===== src/rtl/phyPwrPkg.sv =====
package phyPwrPkg;

  typedef enum logic [1:0] {
    ST_ACTIVE = 2'd0,
    ST_RESET  = 2'd1,
    ST_SLEEP  = 2'd2,
    ST_PWRDN  = 2'd3
  } pwrState_e;

  // strobes from the sequencer to the datapath
  typedef struct packed {
    logic loadLong;   // start the software-timed long reset
    logic loadShort;  // start the short internal reset
    logic wakeEvt;    // an energy wake is being taken this cycle
    logic rstFinish;  // the running reset ends this cycle
  } seqStb_t;

endpackage


===== src/rtl/phyPwrDatapath.sv =====
module phyPwrDatapath
  import phyPwrPkg::*;
#(
  parameter int DEBOUNCE  = 8,
  parameter int SHORT_CYC = 16,
  parameter int LONG_CYC  = 2550
) (
  input  logic    clk,
  input  logic    rstN,
  input  logic    energyIn,
  input  logic    globalRstReq,
  input  logic    ctrlRstReq,
  input  logic    cfgReload,
  input  logic    intClr,
  input  seqStb_t stb,
  output logic    energyOn,
  output logic    rstDone,
  output logic    globalBusy,
  output logic    ctrlBusy,
  output logic    wakeIrq,
  output logic    strapLoad
);

  localparam int CNT_W = $clog2(LONG_CYC + 1);
  localparam int DB_W  = $clog2(DEBOUNCE + 1);
  localparam logic [CNT_W-1:0] SHORT_LOAD = CNT_W'(SHORT_CYC - 1);
  localparam logic [CNT_W-1:0] LONG_LOAD  = CNT_W'(LONG_CYC - 1);
  localparam logic [DB_W-1:0]  DB_LAST    = DB_W'(DEBOUNCE - 1);

  logic [1:0]       syncQ;
  logic             energySync;
  logic [DB_W-1:0]  dbCnt;
  logic [CNT_W-1:0] rstCnt;

  // two-flop synchronizer for the asynchronous line energy input
  always_ff @(posedge clk or negedge rstN) begin
    if (!rstN) syncQ <= 2'b00;
    else       syncQ <= {syncQ[0], energyIn};
  end
  assign energySync = syncQ[1];

  // debounce: the status moves only after DEBOUNCE steady mismatching cycles
  always_ff @(posedge clk or negedge rstN) begin
    if (!rstN) begin
      energyOn <= 1'b0;
      dbCnt    <= '0;
    end else if (energySync == energyOn) begin
      dbCnt <= '0;
    end else if (dbCnt == DB_LAST) begin
      energyOn <= energySync;
      dbCnt    <= '0;
    end else begin
      dbCnt <= dbCnt + 1'b1;
    end
  end

  // reset length counter shared by all reset sources
  always_ff @(posedge clk or negedge rstN) begin
    if (!rstN)              rstCnt <= SHORT_LOAD;
    else if (stb.loadLong)  rstCnt <= LONG_LOAD;
    else if (stb.loadShort) rstCnt <= SHORT_LOAD;
    else if (rstCnt != '0)  rstCnt <= rstCnt - 1'b1;
  end
  assign rstDone = (rstCnt == '0);

  // self-clearing reset bits: a new request wins over the finish strobe
  always_ff @(posedge clk or negedge rstN) begin
    if (!rstN) begin
      globalBusy <= 1'b0;
      ctrlBusy   <= 1'b0;
    end else begin
      if (globalRstReq)       globalBusy <= 1'b1;
      else if (stb.rstFinish) globalBusy <= 1'b0;
      if (ctrlRstReq)         ctrlBusy <= 1'b1;
      else if (stb.rstFinish) ctrlBusy <= 1'b0;
    end
  end

  // sticky wake flag, write-one-to-clear, set wins
  always_ff @(posedge clk or negedge rstN) begin
    if (!rstN)            wakeIrq <= 1'b0;
    else if (stb.wakeEvt) wakeIrq <= 1'b1;
    else if (intClr)      wakeIrq <= 1'b0;
  end

  // strap reload: high out of chip reset, then one cycle per reload command
  always_ff @(posedge clk or negedge rstN) begin
    if (!rstN) strapLoad <= 1'b1;
    else       strapLoad <= cfgReload;
  end


  debounce_len_chk: assert property (@(posedge clk) disable iff (!rstN)
    (energyOn != $past(energyOn)) |-> ($past(dbCnt) == DB_LAST));


  wake_set_chk: assert property (@(posedge clk) disable iff (!rstN)
    stb.wakeEvt |=> wakeIrq);


  irq_sticky_chk: assert property (@(posedge clk) disable iff (!rstN)
    (wakeIrq && !intClr) |=> wakeIrq);


  gbusy_set_chk: assert property (@(posedge clk) disable iff (!rstN)
    globalRstReq |=> globalBusy);


  cbusy_set_chk: assert property (@(posedge clk) disable iff (!rstN)
    ctrlRstReq |=> ctrlBusy);

endmodule


===== src/rtl/phyPwrCtrl.sv =====
module phyPwrCtrl
  import phyPwrPkg::*;
(
  input  logic    clk,
  input  logic    rstN,
  input  logic    pwrDownBit,
  input  logic    energySaveEn,
  input  logic    energyOn,
  input  logic    globalRstReq,
  input  logic    ctrlRstReq,
  input  logic    cfgReload,
  input  logic    globalBusy,
  input  logic    rstDone,
  output seqStb_t stb,
  output logic    corePwrEn,
  output logic    detectPwrEn,
  output logic    txEnable,
  output logic    rxEnable,
  output logic    phyRstOut
);

  pwrState_e state, nextState;
  logic anyReq, wantLong, doLoad;

  assign anyReq   = globalRstReq | ctrlRstReq | cfgReload;
  assign wantLong = globalRstReq | globalBusy;

  always_comb begin
    nextState     = state;
    doLoad        = 1'b0;
    stb.wakeEvt   = 1'b0;
    stb.rstFinish = 1'b0;
    if (pwrDownBit) begin
      nextState = ST_PWRDN;
    end else begin
      unique case (state)
        ST_PWRDN: begin
          nextState = ST_RESET;
          doLoad    = 1'b1;
        end
        ST_SLEEP: begin
          if (energyOn) begin
            nextState   = ST_RESET;
            doLoad      = 1'b1;
            stb.wakeEvt = 1'b1;
          end else if (!energySaveEn || anyReq) begin
            nextState = ST_RESET;
            doLoad    = 1'b1;
          end
        end
        ST_ACTIVE: begin
          if (anyReq) begin
            nextState = ST_RESET;
            doLoad    = 1'b1;
          end else if (energySaveEn && !energyOn) begin
            nextState = ST_SLEEP;
          end
        end
        ST_RESET: begin
          if (anyReq) begin
            doLoad = 1'b1;
          end else if (rstDone) begin
            nextState     = ST_ACTIVE;
            stb.rstFinish = 1'b1;
          end
        end
      endcase
    end
    stb.loadLong  = doLoad & wantLong;
    stb.loadShort = doLoad & ~wantLong;
  end

  always_ff @(posedge clk or negedge rstN) begin
    if (!rstN) state <= ST_RESET;
    else       state <= nextState;
  end

  always_comb begin
    corePwrEn   = (state == ST_ACTIVE) || (state == ST_RESET);
    detectPwrEn = (state != ST_PWRDN);
    txEnable    = (state == ST_ACTIVE);
    rxEnable    = (state == ST_ACTIVE);
    phyRstOut   = (state == ST_RESET);
  end


  pwrdn_entry_chk: assert property (@(posedge clk) disable iff (!rstN)
    pwrDownBit |=> (state == ST_PWRDN));


  pwrup_reset_chk: assert property (@(posedge clk) disable iff (!rstN)
    (state == ST_PWRDN && !pwrDownBit) |=> (state == ST_RESET));


  sleep_entry_chk: assert property (@(posedge clk) disable iff (!rstN)
    (state == ST_ACTIVE && energySaveEn && !energyOn && !pwrDownBit && !anyReq)
      |=> (state == ST_SLEEP));


  wake_reset_chk: assert property (@(posedge clk) disable iff (!rstN)
    (state == ST_SLEEP && energyOn && !pwrDownBit) |=> (state == ST_RESET));


  stay_awake_chk: assert property (@(posedge clk) disable iff (!rstN)
    (state == ST_ACTIVE && !energySaveEn && !pwrDownBit && !anyReq)
      |=> (state == ST_ACTIVE));

endmodule


===== src/rtl/phyPwrSeq.sv =====
module phyPwrSeq
  import phyPwrPkg::*;
#(
  parameter int CLK_KHZ        = 25000,
  parameter int SW_RST_US      = 102,
  parameter int PHY_RST_CYCLES = 16,
  parameter int DEBOUNCE       = 8
) (
  input  logic clk,
  input  logic hwRstN,
  input  logic porN,
  input  logic pwrDownBit,
  input  logic energySaveEn,
  input  logic energyIn,
  input  logic globalRstReq,
  input  logic ctrlRstReq,
  input  logic cfgReload,
  input  logic intClr,
  output logic corePwrEn,
  output logic detectPwrEn,
  output logic txEnable,
  output logic rxEnable,
  output logic phyRstOut,
  output logic strapLoad,
  output logic energyStatus,
  output logic wakeIrq,
  output logic globalRstBusy,
  output logic ctrlRstBusy
);

  localparam int LONG_CYC = (CLK_KHZ * SW_RST_US) / 1000;

  logic    rstN;
  logic    energyOn, rstDone;
  seqStb_t stb;

  assign rstN         = hwRstN & porN;
  assign energyStatus = energyOn;

  phyPwrCtrl uCtrl (
    .clk          (clk),
    .rstN         (rstN),
    .pwrDownBit   (pwrDownBit),
    .energySaveEn (energySaveEn),
    .energyOn     (energyOn),
    .globalRstReq (globalRstReq),
    .ctrlRstReq   (ctrlRstReq),
    .cfgReload    (cfgReload),
    .globalBusy   (globalRstBusy),
    .rstDone      (rstDone),
    .stb          (stb),
    .corePwrEn    (corePwrEn),
    .detectPwrEn  (detectPwrEn),
    .txEnable     (txEnable),
    .rxEnable     (rxEnable),
    .phyRstOut    (phyRstOut)
  );

  phyPwrDatapath #(
    .DEBOUNCE  (DEBOUNCE),
    .SHORT_CYC (PHY_RST_CYCLES),
    .LONG_CYC  (LONG_CYC)
  ) uData (
    .clk          (clk),
    .rstN         (rstN),
    .energyIn     (energyIn),
    .globalRstReq (globalRstReq),
    .ctrlRstReq   (ctrlRstReq),
    .cfgReload    (cfgReload),
    .intClr       (intClr),
    .stb          (stb),
    .energyOn     (energyOn),
    .rstDone      (rstDone),
    .globalBusy   (globalRstBusy),
    .ctrlBusy     (ctrlRstBusy),
    .wakeIrq      (wakeIrq),
    .strapLoad    (strapLoad)
  );


  strap_quiet_chk: assert property (@(posedge clk) disable iff (!rstN)
    ($rose(phyRstOut) && !$past(cfgReload)) |-> !strapLoad);

endmodule


===== config.mk =====
export PLATFORM = sky130hd
export DESIGN_NAME = phyPwrSeq
export DESIGN_NICKNAME = d
export VERILOG_FILES = /design/src/rtl/phyPwrPkg.sv /design/src/rtl/phyPwrDatapath.sv /design/src/rtl/phyPwrCtrl.sv /design/src/rtl/phyPwrSeq.sv
export SDC_FILE = /design/constraint.sdc
export NUM_CORES = 1
export LEC_CHECK = 0
export ABC_AREA = 0
export BUFFER_PORTS_ARGS = -buffer_cell sky130_fd_sc_hd__buf_4
export CAP_MARGIN = 20
export CORE_UTILIZATION = 55
export DETAILED_ROUTE_END_ITERATION = 12
export GPL_ROUTABILITY_DRIVEN = 0
export GPL_TIMING_DRIVEN = 0
export PLACE_DENSITY = 0.79
export SKIP_CTS_REPAIR_TIMING = 1
export SYNTH_ARGS = -nofsm -noshare
export SYNTH_HDL_FRONTEND = slang
export SYNTH_HIERARCHICAL = 1
export SYNTH_SLANG_ARGS = --single-unit

===== constraint.sdc =====
create_clock -name clk -period 2.4 [get_ports clk]
set_input_delay 0.12 -clock clk [delete_from_list [all_inputs] [get_ports clk]]
set_output_delay 0.12 -clock clk [all_outputs]
set_load 0.05 [all_outputs]

==> results by group <==
Min path
  • Hold depth: 2
  • WHS Endpoint: uCtrl/state[1]
  • Hold Path Class: in2reg
  • Hold path startpoint: pwrDownBit

Worst setup path
  • CP delay by family, top: simple AND/OR/NAND/NOR gates
  • Crit Path Max Fanout: 5
  • Cell Chain, Critical Path: inv_1 > ha_1 > nor4b_1 > nand4b_2 > inv_2 > and3_1 > inv_1 > a21o_1
  • Crit path max-delay cell type: nor4b_1
  • Reg2Reg Setup Slack: 380 ps
  • Worst EP required: 2620 ps
  • Critical Path Max Stage Delay: 430 ps
  • CP Class: reg2reg
  • Crit path top cell by count: inv_1
  • Crit. End Element: flip-flop
  • R2R depth: 8
  • Crit path DAT: 2240 ps
  • Reg2reg start: uData/rstCnt[0]
  • RR Endpoint: uData/globalBusy
  • Startpoint types: flip-flop
  • CP bufs+invs: 3

Drt
  • Average vias per placed instance: 5.83
  • # DRC: 0
  • DR iter-0 viols: 21
  • Via count: 1020
  • DRT Wirelength: 2460 um
  • Length of the first detailed-routing pass in iterations: 4
  • Antenna Violating Nets Remaining: 0
  • Wire per inst: 14.1 um

Power
  • Comb pwr share: 0.222
  • Register share of total power: 0.570
  • Leakage power: 0.751 nW
  • Power density cells: 567 nW/um2
  • Internal: 0.000616 W
  • Final Power: 0.000885 W
  • Maximum vdd drop: 0.000474 V
  • Switch Pwr: 0.000269 W
  • Clk network pwr share: 0.208
  • Switching Fraction: 0.304

Timing
  • Least-Margin Pin Slew: 775 ps
  • Final Hold Viols: 0
  • Tcrit/Tclk final: 0.841
  • Worst hold slack: 17.7 ps
  • Post-route clock skew: 4.14 ps
  • Final setup TNS: 0 ps
  • # setup viols final: 0
  • Final Max Tran Viols: 0
  • Unrepaired setup endpoints after global routing: no
  • FMAX: 495 MHz
  • Minimum clock period: 2020 ps
  • Worst slew margin: 0.482

Synth
  • Mapped Area: 1270 um2
  • #FFs+latches synth: 25
  • Main area contributors after synthesis: dfrtp_1 (37%), dfstp_2 (12%), xnor2_1 (4.1%), o21bai_1 (3.6%), nor2_1 (3.3%)
  • Seq/Total Area, Yosys: 0.499
  • Average size of a mapped cell: 10.8 um2
  • Ys Warns: 6
  • Cell with the most instances after synthesis: dfrtp_1
  • Top cells by count, synth: dfrtp_1 (19), nor2_1 (11), nand2_1 (7)
  • Ys flop type: dfrtp_1
  • Post-Synthesis Cells: 117
  • Area leader, netlist: dfrtp_1
  • Unique masters post-synth: 41
  • Share of the synthesized area in the top cell type: 0.375
  • Syn nets: 130
  • Post-synth ARST share: 1.00
  • Post-synth EDFFs: 0

Global routing
  • Largest net degree at the start of global routing: 26
  • GRT Overall Usage: 0.216
  • GRT Residual Overflow: 0
  • Initial antenna violation count: 0
  • Vias in the first global route: 959
  • First-pass GRT wire length: 4050 um

Floorplan
  • Core footprint: 2190 um2
  • Die area: 2500 um2
  • Die Ht: 50.0 um
  • Ports: 20
  • Row cnt: 17
  • Die width: 50.0 um
  • Starting Density: 0.579

Layout
  • Number of inserted diodes: 0
  • Util after Layout: 0.713
  • Fin nets: 161
  • Filler instances: 160
  • Fin area: 1560 um2
  • Layout cells sized above 1: 0.265
  • Synth-to-Final Area Change: 23.1%

Placed design
  • Placed cell areas: 1450 um2
  • Post-DP HPWL: 1740 um
  • Input/output buffers: 19

CTS
  • # H-tree levels: 1
  • TritonCTS Buffers: 3
  • Maximum clock path buffer count: 2
  • CTS tree: yes
  • Clock Sinks: 25
  • Clock latency on the worst-skew pair: 310 ps
  • Root buffer cell: clkbuf_4
  • Clock slew at reported path FFs: 130 ps

Outcome
  • Status: completed

Run
  • # Max-Cap Violations: 0
==> cell type report <==
class / count / area [um2] / area share
Clock inverter: 1 / 5.00 / 0.00321
Sequential cell: 25 / 633 / 0.405
Clock buffer: 3 / 22.5 / 0.0144
Timing Repair Buffer: 26 / 230 / 0.147
Multi-Input combinational cell: 83 / 598 / 0.383
Tap cell: 28 / 35.0 / 0.0224
Buffer: 2 / 11.3 / 0.00721
Inverter: 7 / 26.3 / 0.0168
==> state kept, by name, indices dropped and copies added (netlist names) <==
| signal | count |
|---|---|
| uData/energyOn | 1 |
| uData/dbCnt | 4 |
| uCtrl/state | 2 |
| uData/rstCnt | 12 |
| uData/strapLoad | 1 |
| uData/globalBusy | 1 |
| uData/ctrlBusy | 1 |
| uData/wakeIrq | 1 |
| uData/syncQ | 2 |
==> cells by family (layout without fill, tap and decap cells) <==
logic type,after synthesis,in the layout,share of synthesized area
mux,3,3,0.0247
fa+ha+maj,3,3,0.0296
xor+xnor,9,9,0.0621
compound gates,22,22,0.135
buf+inv,9,39,0.0296
simple gates,46,46,0.220
flops,25,25,0.499
==> stage by stage <==
stage          setup slack (ps)  std cells
3_5_place_dp                445        164
5_1_grt                     282        175
3_3_place_gp                486        164
6_report                    381        175
4_1_cts                     418        168
2_1_floorplan               540        117
==> power groups by stage <==
stage / clock (W) / sequential (W) / combinational, W
5_1_grt: 0.000210 / 0.000513 / 0.000217
3_3_place_gp: 0 / 0.000506 / 0.000178
2_1_floorplan: 0 / 0.000530 / 0.000106
6_report: 0.000184 / 0.000504 / 0.000197
4_1_cts: 0.000194 / 0.000504 / 0.000186
3_5_place_dp: 0 / 0.000511 / 0.000186
==> worst reg2reg max path: stages (launching register included) <==
cell	delay, ps
dfstp_2	410
inv_1	120
ha_1	170
nor4b_1	430
nand4b_2	280
inv_2	170
and3_1	160
inv_1	50
a21o_1	150
==> worst max path at each step <==
stage	cells past startpoint	from	slack (ps)	end
final	8	uData/rstCnt[0]	380	uData/globalBusy
after global routing	8	uData/rstCnt[0]	280	uData/ctrlBusy
after CTS	8	uData/rstCnt[0]	420	uData/globalBusy
after detailed placement	8	uData/rstCnt[0]	440	uData/globalBusy
after global placement	8	uData/rstCnt[0]	490	uData/ctrlBusy
after floorplan	4	uCtrl/state[0]	540	uData/globalBusy
==> per-layer routing <==
layer | vias to the layer above | global-route usage | wire (um)
li1 | 474 | - | -
met1 | 496 | 0.268 | 1020
met2 | 44 | 0.356 | 1270
met3 | 6 | 0.0278 | 127
met4 | 0 | 0.129 | 45
met5 | - | 0 | 0
==> placed cells by master, fill, tap and decap left out, types with 2 or more instances in the layout <==
cell	Yosys	layout
a21oi_1	2	2
inv_1	6	6
dlygate4sd3_1	0	6
buf_4	1	20
nor2_1	11	11
nand2_1	7	7
nor3b_1	3	3
o21bai_1	6	6
dfstp_2	6	6
xor2_1	3	3
a21o_1	4	4
nand2b_1	3	3
nor4_1	2	2
clkbuf_4	0	3
nor3_1	4	4
or3_1	2	2
nor2b_1	3	3
o32ai_1	2	2
ha_1	3	3
xnor2_1	6	6
dfrtp_1	19	19
mux2i_1	2	2
nand3_1	2	2
Power figures use the tool's default switching activity.
